$ cat config.mk
export PLATFORM = sky130hd
export DESIGN_NAME = flash_stat_poller
export DESIGN_NICKNAME = d
export VERILOG_FILES = /design/src/rtl/sp_pkg.sv /design/src/rtl/sp_mask_match.sv /design/src/rtl/sp_retry_ctr.sv /design/src/rtl/flash_stat_poller.sv
export SDC_FILE = /design/constraint.sdc
export NUM_CORES = 1
export LEC_CHECK = 0
export BUFFER_PORTS_ARGS = -buffer_cell sky130_fd_sc_hd__buf_2
export CELL_PAD_IN_SITES_DETAIL_PLACEMENT = 1
export CELL_PAD_IN_SITES_GLOBAL_PLACEMENT = 1
export CORE_MARGIN = 1
export CORE_UTILIZATION = 39
export DETAILED_ROUTE_END_ITERATION = 6
export PLACE_DENSITY_LB_ADDON = 0.1
export SYNTH_ARGS = -nofsm -noshare
export SYNTH_HDL_FRONTEND = slang
export SYNTH_SLANG_ARGS = --single-unit
$ cat constraint.sdc
create_clock -name clk -period 2 [get_ports clk]
set_input_delay 0.3 -clock clk [delete_from_list [all_inputs] [get_ports clk]]
set_output_delay 0.3 -clock clk [all_outputs]
set_load 0.02 [all_outputs]
$ cat src/rtl/sp_pkg.sv
package sp_pkg;
    typedef enum logic [1:0] {
        ST_IDLE  = 2'd0,
        ST_ISSUE = 2'd1,
        ST_WAIT  = 2'd2,
        ST_FIN   = 2'd3
    } poll_state_t;

    localparam logic [7:0] CMD_READ_STATUS = 8'h05;
endpackage

$ cat src/rtl/sp_mask_match.sv
module sp_mask_match #(
    parameter int DW = 8
) (
    input  logic [DW-1:0] data_i,
    input  logic [DW-1:0] mask_i,
    input  logic [DW-1:0] want_i,
    output logic          hit_o
);
    always_comb hit_o = ((data_i & mask_i) == want_i);
endmodule

$ cat src/rtl/sp_retry_ctr.sv
module sp_retry_ctr #(
    parameter int CNT_W = 20
) (
    input  logic             clk,
    input  logic             rst_n,
    input  logic             load_i,
    input  logic [CNT_W-1:0] limit_i,
    input  logic             dec_i,
    output logic             last_o
);
    localparam logic [CNT_W-1:0] ONE = CNT_W'(1);

    logic [CNT_W-1:0] cnt_q;

    always_ff @(posedge clk or negedge rst_n) begin
        if (!rst_n) begin
            cnt_q <= '0;
        end else if (load_i) begin
            cnt_q <= (limit_i == '0) ? ONE : limit_i;
        end else if (dec_i) begin
            cnt_q <= cnt_q - ONE;
        end
    end

    always_comb last_o = (cnt_q == ONE);

    // the budget never wraps below one remaining read
    p_no_underflow_r5: assert property (@(posedge clk) disable iff (!rst_n)
        dec_i |-> (cnt_q > ONE));
endmodule

$ cat src/rtl/flash_stat_poller.sv
module flash_stat_poller
    import sp_pkg::*;
#(
    parameter int CNT_W = 20
) (
    input  logic             clk,
    input  logic             rst_n,
    input  logic             start_i,
    input  logic [7:0]       mask_i,
    input  logic [7:0]       expect_i,
    input  logic [CNT_W-1:0] limit_i,
    output logic             req_valid_o,
    output logic [7:0]       req_cmd_o,
    input  logic             req_ready_i,
    input  logic             rsp_valid_i,
    input  logic [7:0]       rsp_data_i,
    output logic             busy_o,
    output logic             done_o,
    output logic             success_o,
    output logic             timeout_o,
    output logic [7:0]       last_status_o
);
    poll_state_t state_q, state_d;
    logic [7:0]  mask_q, want_q, last_q;
    logic        succ_q, tmo_q;
    logic        hit, budget_last, accept, take_rsp;

    always_comb accept   = (state_q == ST_IDLE) && start_i;
    always_comb take_rsp = (state_q == ST_WAIT) && rsp_valid_i;

    sp_mask_match #(.DW(8)) match_i (
        .data_i (rsp_data_i),
        .mask_i (mask_q),
        .want_i (want_q),
        .hit_o  (hit)
    );

    sp_retry_ctr #(.CNT_W(CNT_W)) ctr_i (
        .clk     (clk),
        .rst_n   (rst_n),
        .load_i  (accept),
        .limit_i (limit_i),
        .dec_i   (take_rsp && !hit && !budget_last),
        .last_o  (budget_last)
    );

    // Next-state logic
    always_comb begin
        state_d = state_q;
        unique case (state_q)
            ST_IDLE:  if (start_i) state_d = ST_ISSUE;
            ST_ISSUE: if (req_ready_i) state_d = ST_WAIT;
            ST_WAIT:  if (rsp_valid_i) state_d = (hit || budget_last) ? ST_FIN : ST_ISSUE;
            ST_FIN:   state_d = ST_IDLE;
            default:  state_d = ST_IDLE;
        endcase
    end

    // State register
    always_ff @(posedge clk or negedge rst_n) begin
        if (!rst_n) state_q <= ST_IDLE;
        else        state_q <= state_d;
    end

    // Captured operands and outcome
    always_ff @(posedge clk or negedge rst_n) begin
        if (!rst_n) begin
            mask_q <= '0;
            want_q <= '0;
            last_q <= '0;
            succ_q <= 1'b0;
            tmo_q  <= 1'b0;
        end else if (accept) begin
            mask_q <= mask_i;
            want_q <= expect_i;
            succ_q <= 1'b0;
            tmo_q  <= 1'b0;
        end else if (take_rsp) begin
            last_q <= rsp_data_i;
            if (hit)              succ_q <= 1'b1;
            else if (budget_last) tmo_q  <= 1'b1;
        end
    end

    // Outputs
    always_comb begin
        req_valid_o   = (state_q == ST_ISSUE);
        req_cmd_o     = CMD_READ_STATUS;
        busy_o        = (state_q != ST_IDLE);
        done_o        = (state_q == ST_FIN);
        success_o     = succ_q;
        timeout_o     = tmo_q;
        last_status_o = last_q;
    end

    // request held until accepted
    p_req_hold_r2: assert property (@(posedge clk) disable iff (!rst_n)
        (req_valid_o && !req_ready_i) |=> (req_valid_o && $stable(req_cmd_o)));
    // command byte is the status read
    p_req_cmd_r2: assert property (@(posedge clk) disable iff (!rst_n)
        req_valid_o |-> (req_cmd_o == 8'h05));
    // one-cycle done with exactly one outcome
    p_done_pulse_r7: assert property (@(posedge clk) disable iff (!rst_n)
        done_o |=> !done_o);
    p_done_outcome_r7: assert property (@(posedge clk) disable iff (!rst_n)
        done_o |-> (success_o ^ timeout_o));
    // success only on a matching last byte
    p_success_match_r3: assert property (@(posedge clk) disable iff (!rst_n)
        (done_o && success_o) |-> ((last_status_o & mask_q) == want_q));
    // start while busy leaves operands unchanged
    p_busy_start_r8: assert property (@(posedge clk) disable iff (!rst_n)
        (busy_o && start_i) |=> ($stable(mask_q) && $stable(want_q)));
    // last status updates only on a taken response
    p_last_stable_r9: assert property (@(posedge clk) disable iff (!rst_n)
        !take_rsp |=> $stable(last_status_o));
endmodule

# [Word level (Yosys, flattened, before mapping)]
# Cells that the tools add are included.
[op_classes] bitwise=2 n_addsub=1 eq_ne=9 muxes=15 reduce_logical=18
[ops] op="two-way mux 20 bit" n=3
[ops] op="== test 20 x 1 -> 1 bit, second input constant" n=1
[ops] op="zero test 20 bit" n=1
[ops] op="subtractor 20 x 1 -> 20 bit, second input constant" n=1
[ops] op="nonzero test 2 bit" n=5
[ops] op="AND 8 bit" n=1
[ops] op="== test 8 bit" n=1
[ops] op="two-way mux 2 bit" n=4
[ops] op="case mux 2 bit (4 select lines)" n=1
[ops] op="two-way mux 1 bit" n=7
[ops] op="AND reduction 3 bit" n=2
[ops] op="== test 2 bit, second input constant" n=2
[ops] op="logical AND 1 bit" n=4
[ops] op="inequality test 2 x 1 -> 1 bit, second input constant" n=2
[ops] op="inequality test 2 bit, second input constant" n=2
[ops] op="AND reduction 2 bit" n=2
[ops] op="== test 2 x 1 -> 1 bit, second input constant" n=1
[ops] op="zero test 1 bit" n=2
[ops] op="zero test 2 bit" n=1
[ops] op="logical OR 1 bit" n=1
[ops] op="inverter 1 bit" n=1
[totals] regBits=48 out_inout_bits=21 inputBits=49 wordCells=52

# [Longest topological paths before layout]
[depth] depth_word=7 mapped_depth=8

# [Hierarchy]
# From an unflattened synthesis, not the netlist that was laid out.
[hier_totals] cells_unflattened=243 area_unflattened_um2=2603.7
[by_module_without_submodules] module="sp_retry_ctr" cells_each=138 instances=1 area_each_um2=1226.2
[by_module_without_submodules] module="flash_stat_poller" cells_each=84 instances=1 area_each_um2=1223.7
[by_module_without_submodules] module="sp_mask_match" cells_each=21 instances=1 area_each_um2=153.9

# [Least setup slack after synthesis]
# Ideal clock, no wire load.
[synth_timing] path_kind="reg-to-reg" from="reg ctr_i.cnt_q[0]" to="reg ctr_i.cnt_q[9]" setup_slack_ps=176 path_stages_with_launch=8 path_buffers=0 setup_ps=142 required_ps=1858 arrival_ps=1682 path_cell_list="dfrtp_1 -> ha_1 -> nor3b_1 -> and4_4 -> a21oi_2 -> nand2_1 -> o311ai_0 -> o211ai_1"
[synth_via] elab_chain_cells=4 elab_cells_between_ends=7
[synth_lines] element="from (decl)" line="sp_retry_ctr.sv:13" rtl="logic [CNT_W-1:0] cnt_q;"
[synth_lines] element="from (signal assigned)" line="sp_retry_ctr.sv:19" rtl="cnt_q <= (limit_i == '0) ? ONE : limit_i;"
[synth_lines] element="from (signal assigned)" line="sp_retry_ctr.sv:21" rtl="cnt_q <= cnt_q - ONE;"
[synth_lines] element="branches (longest 4 deep; another with subtractor 20 x 1 -> 20 bit)"
# Parallel ways; which one is timed is not known. The select of a mux whose other input is x is not followed.
# A chain may end at the register's enable or synchronous reset.

# [Worst setup path after layout]
[layout_timing] from="reg ctr_i.cnt_q[3]" to="reg ctr_i.cnt_q[7]"
# The elaborated chain is that of the path after synthesis.

==> key figures <==
STA
  – Actual slew at the worst max-slew pin: 0.5506 ns
  – Max-slew headroom: 63.30%
  – Hold Vio Cnt, Final: 0
  – Max-slew violations: 0
  – Fin crit share: 98.03%
  – FMAX: 510.0 MHz
  – Clock skew: 0.006155 ns
  – Fin Setup TNS: 0 ns
  – Final setup margin: 0.03939 ns
  – Minimum clock period: 1.961 ns
  – Finish-stage setup viols: 0

Synth
  – Syn avg cell area: 9.170 sq um
  – Sequential fraction of the synthesis area: 45.80%
  – Yosys top cell by area: dfrtp_1
  – Multiplexer share of the synthesized area: 3.817%
  – Yosys cell types: 47
  – Post-synth top area share: 45.80%
  – Post-Synth XOR/XNOR Area: 5.344%
  – Top FF cell, synth: dfrtp_1
  – Synth Area in Adders: 0.9542%
  – Asr flop ratio synth: 100.0%
  – Combinational family with the most area after synthesis: simple AND/OR/NAND/NOR gates
  – Post-synth EDFFs: 0
  – Number of synthesized register bits: 48
  – Synth warnings: 0
  – Dominant cells by area after synthesis: dfrtp_1 46%, nand2_1 11%, xor2_1 5.0%, mux2_2 3.4%, nor4_4 3.2%
  – Compound-Gate Fraction of Synth Area: 9.733%
  – Simple-gate share of the synthesized area: 29.53%
  – Synthesized cell area: 2623 sq um
  – Syn Inst Count: 286

Global routing
  – Gr ovfl total: 0
  – Global-route wire length before repair: 11650 microns
  – Total track usage: 20.99%
  – Vias in the first global route: 2372
  – Initial antenna violation count: 0
  – Largest net degree at the start of global routing: 28

Clocking
  – CTS tree: yes
  – H-tree Lvls: 2
  – Clk slew on worst S/H paths: 0.10 ns
  – Max clock buf depth: 2
  – Root buffer cell: clkbuf_8
  – Clock Latency Late Sink: 0.31 ns
  – Clock sink total: 48
  – Total CTS buffers: 5

Floorplanning
  – FP Rows: 29
  – Core area: 6422 sq um
  – Number of I/O pins: 70
  – Die boundary width: 84 microns
  – Die outline height: 84 microns
  – Starting Density: 40.83%
  – Die area: 7056 sq um

Job
  – # Max-Cap Violations: 0

Pwr
  – IR drop worst, VDD: 0.0004641 V
  – P_leak: 0.001544 uW
  – Overall Power: 4459 uW
  – Pwr per Cell Area: 1364 nW/um^2

Setup path
  – Crit. Startpoint: ctr_i.cnt_q[3]
  – CP startpoint kind: flop
  – R2R Path End: ctr_i.cnt_q[7]
  – WP data arrival: 2.15 ns
  – Setup CP Type: flop to flop
  – R2R cell count: 7
  – Worst Path Max Fanout: 8
  – Reg2reg setup slack: 0.04 ns
  – Reg-to-Reg Start: ctr_i.cnt_q[3]
  – Crit path capture type: flop
  – WP data required: 2.19 ns

Placement
  – RD Place Congestion: 0.7481
  – IO Port Bufs: 61
  – Pre-CTS setup slack: -0.0002606 ns
  – DPL Wire Length: 5236 microns

Cells and area
  – Most frequent cells in the layout: 74 x nand2_1, 61 x buf_2, 48 x dfrtp_1
  – Fraction of layout cells with a size suffix above 1: 32.15%
  – Commonest non-fill, non-tap cell in the layout: nand2_1
  – # fillers: 782
  – Multi-input gate area: 1350 sq um
  – Area Overhead vs Synth: 24.62%
  – Final Net Count: 417
  – Sequential cell area: 1201 sq um
  – Antenna Diode Count: 0

Min path
  – WHS Endpoint: mask_q[3]
  – Worst min path class: input pin to flop
  – Hold Crit Depth: 3
  – Worst Hold Launch: mask_i[3]

Run status
  – Status: complete, but fails checks
  – Failing checks: design-rule violations

Routing
  – Vias: 2310
  – Remaining antenna violation count: 0
  – First-iteration detailed-routing DRC count: 82
  – Residual DRC count: 13
  – TritonRoute pass-1 iters: 7
  – Vias per cell: 5.203
  – WL per Instance: 15.81 microns
  – Final wirelength: 7018 microns
[report_power, final]
group	internal [uW]	leakage, uW	switching (uW)
logic	897	0.000908	1080
registers	1420	0.000593	429
clock network	281	0.0000434	352
[state kept, by name, indices dropped and copies added, names as in the netlist]
register and flops:
last_status_o 8, mask_q 8, state_q 2, success_o 1
want_q 8, ctr_i.cnt_q 20, timeout_o 1
[critical path, cell delays in order (launching register included)]
cell	delay, ns
dfrtp_1	0.45
nor4_4	0.39
buf_4	0.18
and4_4	0.25
a21oi_4	0.09
and4bb_2	0.24
xnor2_1	0.16
o21ai_1	0.08
[what timing repair did]
item                                    in CTS  in global routing
buffers inserted                             2                  8
endpoints found under the setup margin       3                 13
gates resized for setup                      2                  6
hold endpoints to repair                    21                  0
hold buffers                                 1                  0
pin swaps                                    1                  7
[cells in the mapped netlist, types with 3 or more instances]
cell	number
a211oi_1	3
a21oi_1	4
and2_1	3
and3_1	4
and3b_1	3
buf_4	9
clkbuf_1	7
dfrtp_1	48
inv_1	4
mux2_2	8
nand2_1	75
nand3_1	11
nand3b_1	3
nand4_1	4
nor2_1	15
nor3_1	5
nor4_1	6
nor4_4	4
o21ai_0	8
o21ai_1	11
xor2_1	15
[layer usage]
layer / global-route usage, % / share of wire, % / up-vias
met4: 7.053 / 1.7 / 0
met5: 0 / 0 / -
met3: 3.858 / 3.6 / 13
met1: 28.04 / 48 / 1114
met2: 34.20 / 47 / 55
li1: - / - / 1128
[area by class of cell]
class / count / share of cell area [%]
inverters: 4 / 0.4594
flip-flops and latches: 48 / 36.75
well taps: 77 / 2.948
clock inverters: 2 / 0.4594
repair buffers: 85 / 15.54
multi-input cells: 222 / 41.31
clock buffers: 6 / 2.527
[cells by family after synthesis]
group,Yosys count
simple gates,147
other cells,2
compound gates,40
fa+ha+maj,2
xor+xnor,16
flops,48
buf+inv,22
mux,9
[per-stage QoR]
step,util (%),hold WS (ns),cell area (sq um),cells
2_1_floorplan,-,0.004409,2645,292
3_3_place_gp,47.56,0.3147,3054,425
3_5_place_dp,47.56,0.3226,3054,425
4_1_cts,49.66,0.1677,3189,436
5_1_grt,50.89,0.1765,3268,444
6_report,50.89,0.1722,3268,444
[worst max path at each step]
stage                 endpoint  slack [ns]  cells after the start
6_report        ctr_i.cnt_q[7]        0.04                      7
5_1_grt        ctr_i.cnt_q[11]       -0.05                      7
4_1_cts        ctr_i.cnt_q[19]       0.006                      9
3_5_place_dp    ctr_i.cnt_q[9]     -0.0003                      5
3_3_place_gp    ctr_i.cnt_q[9]        0.09                      7
2_1_floorplan   ctr_i.cnt_q[9]        0.18                      7
No activity file was read; power rests on OpenSTA's default activity.
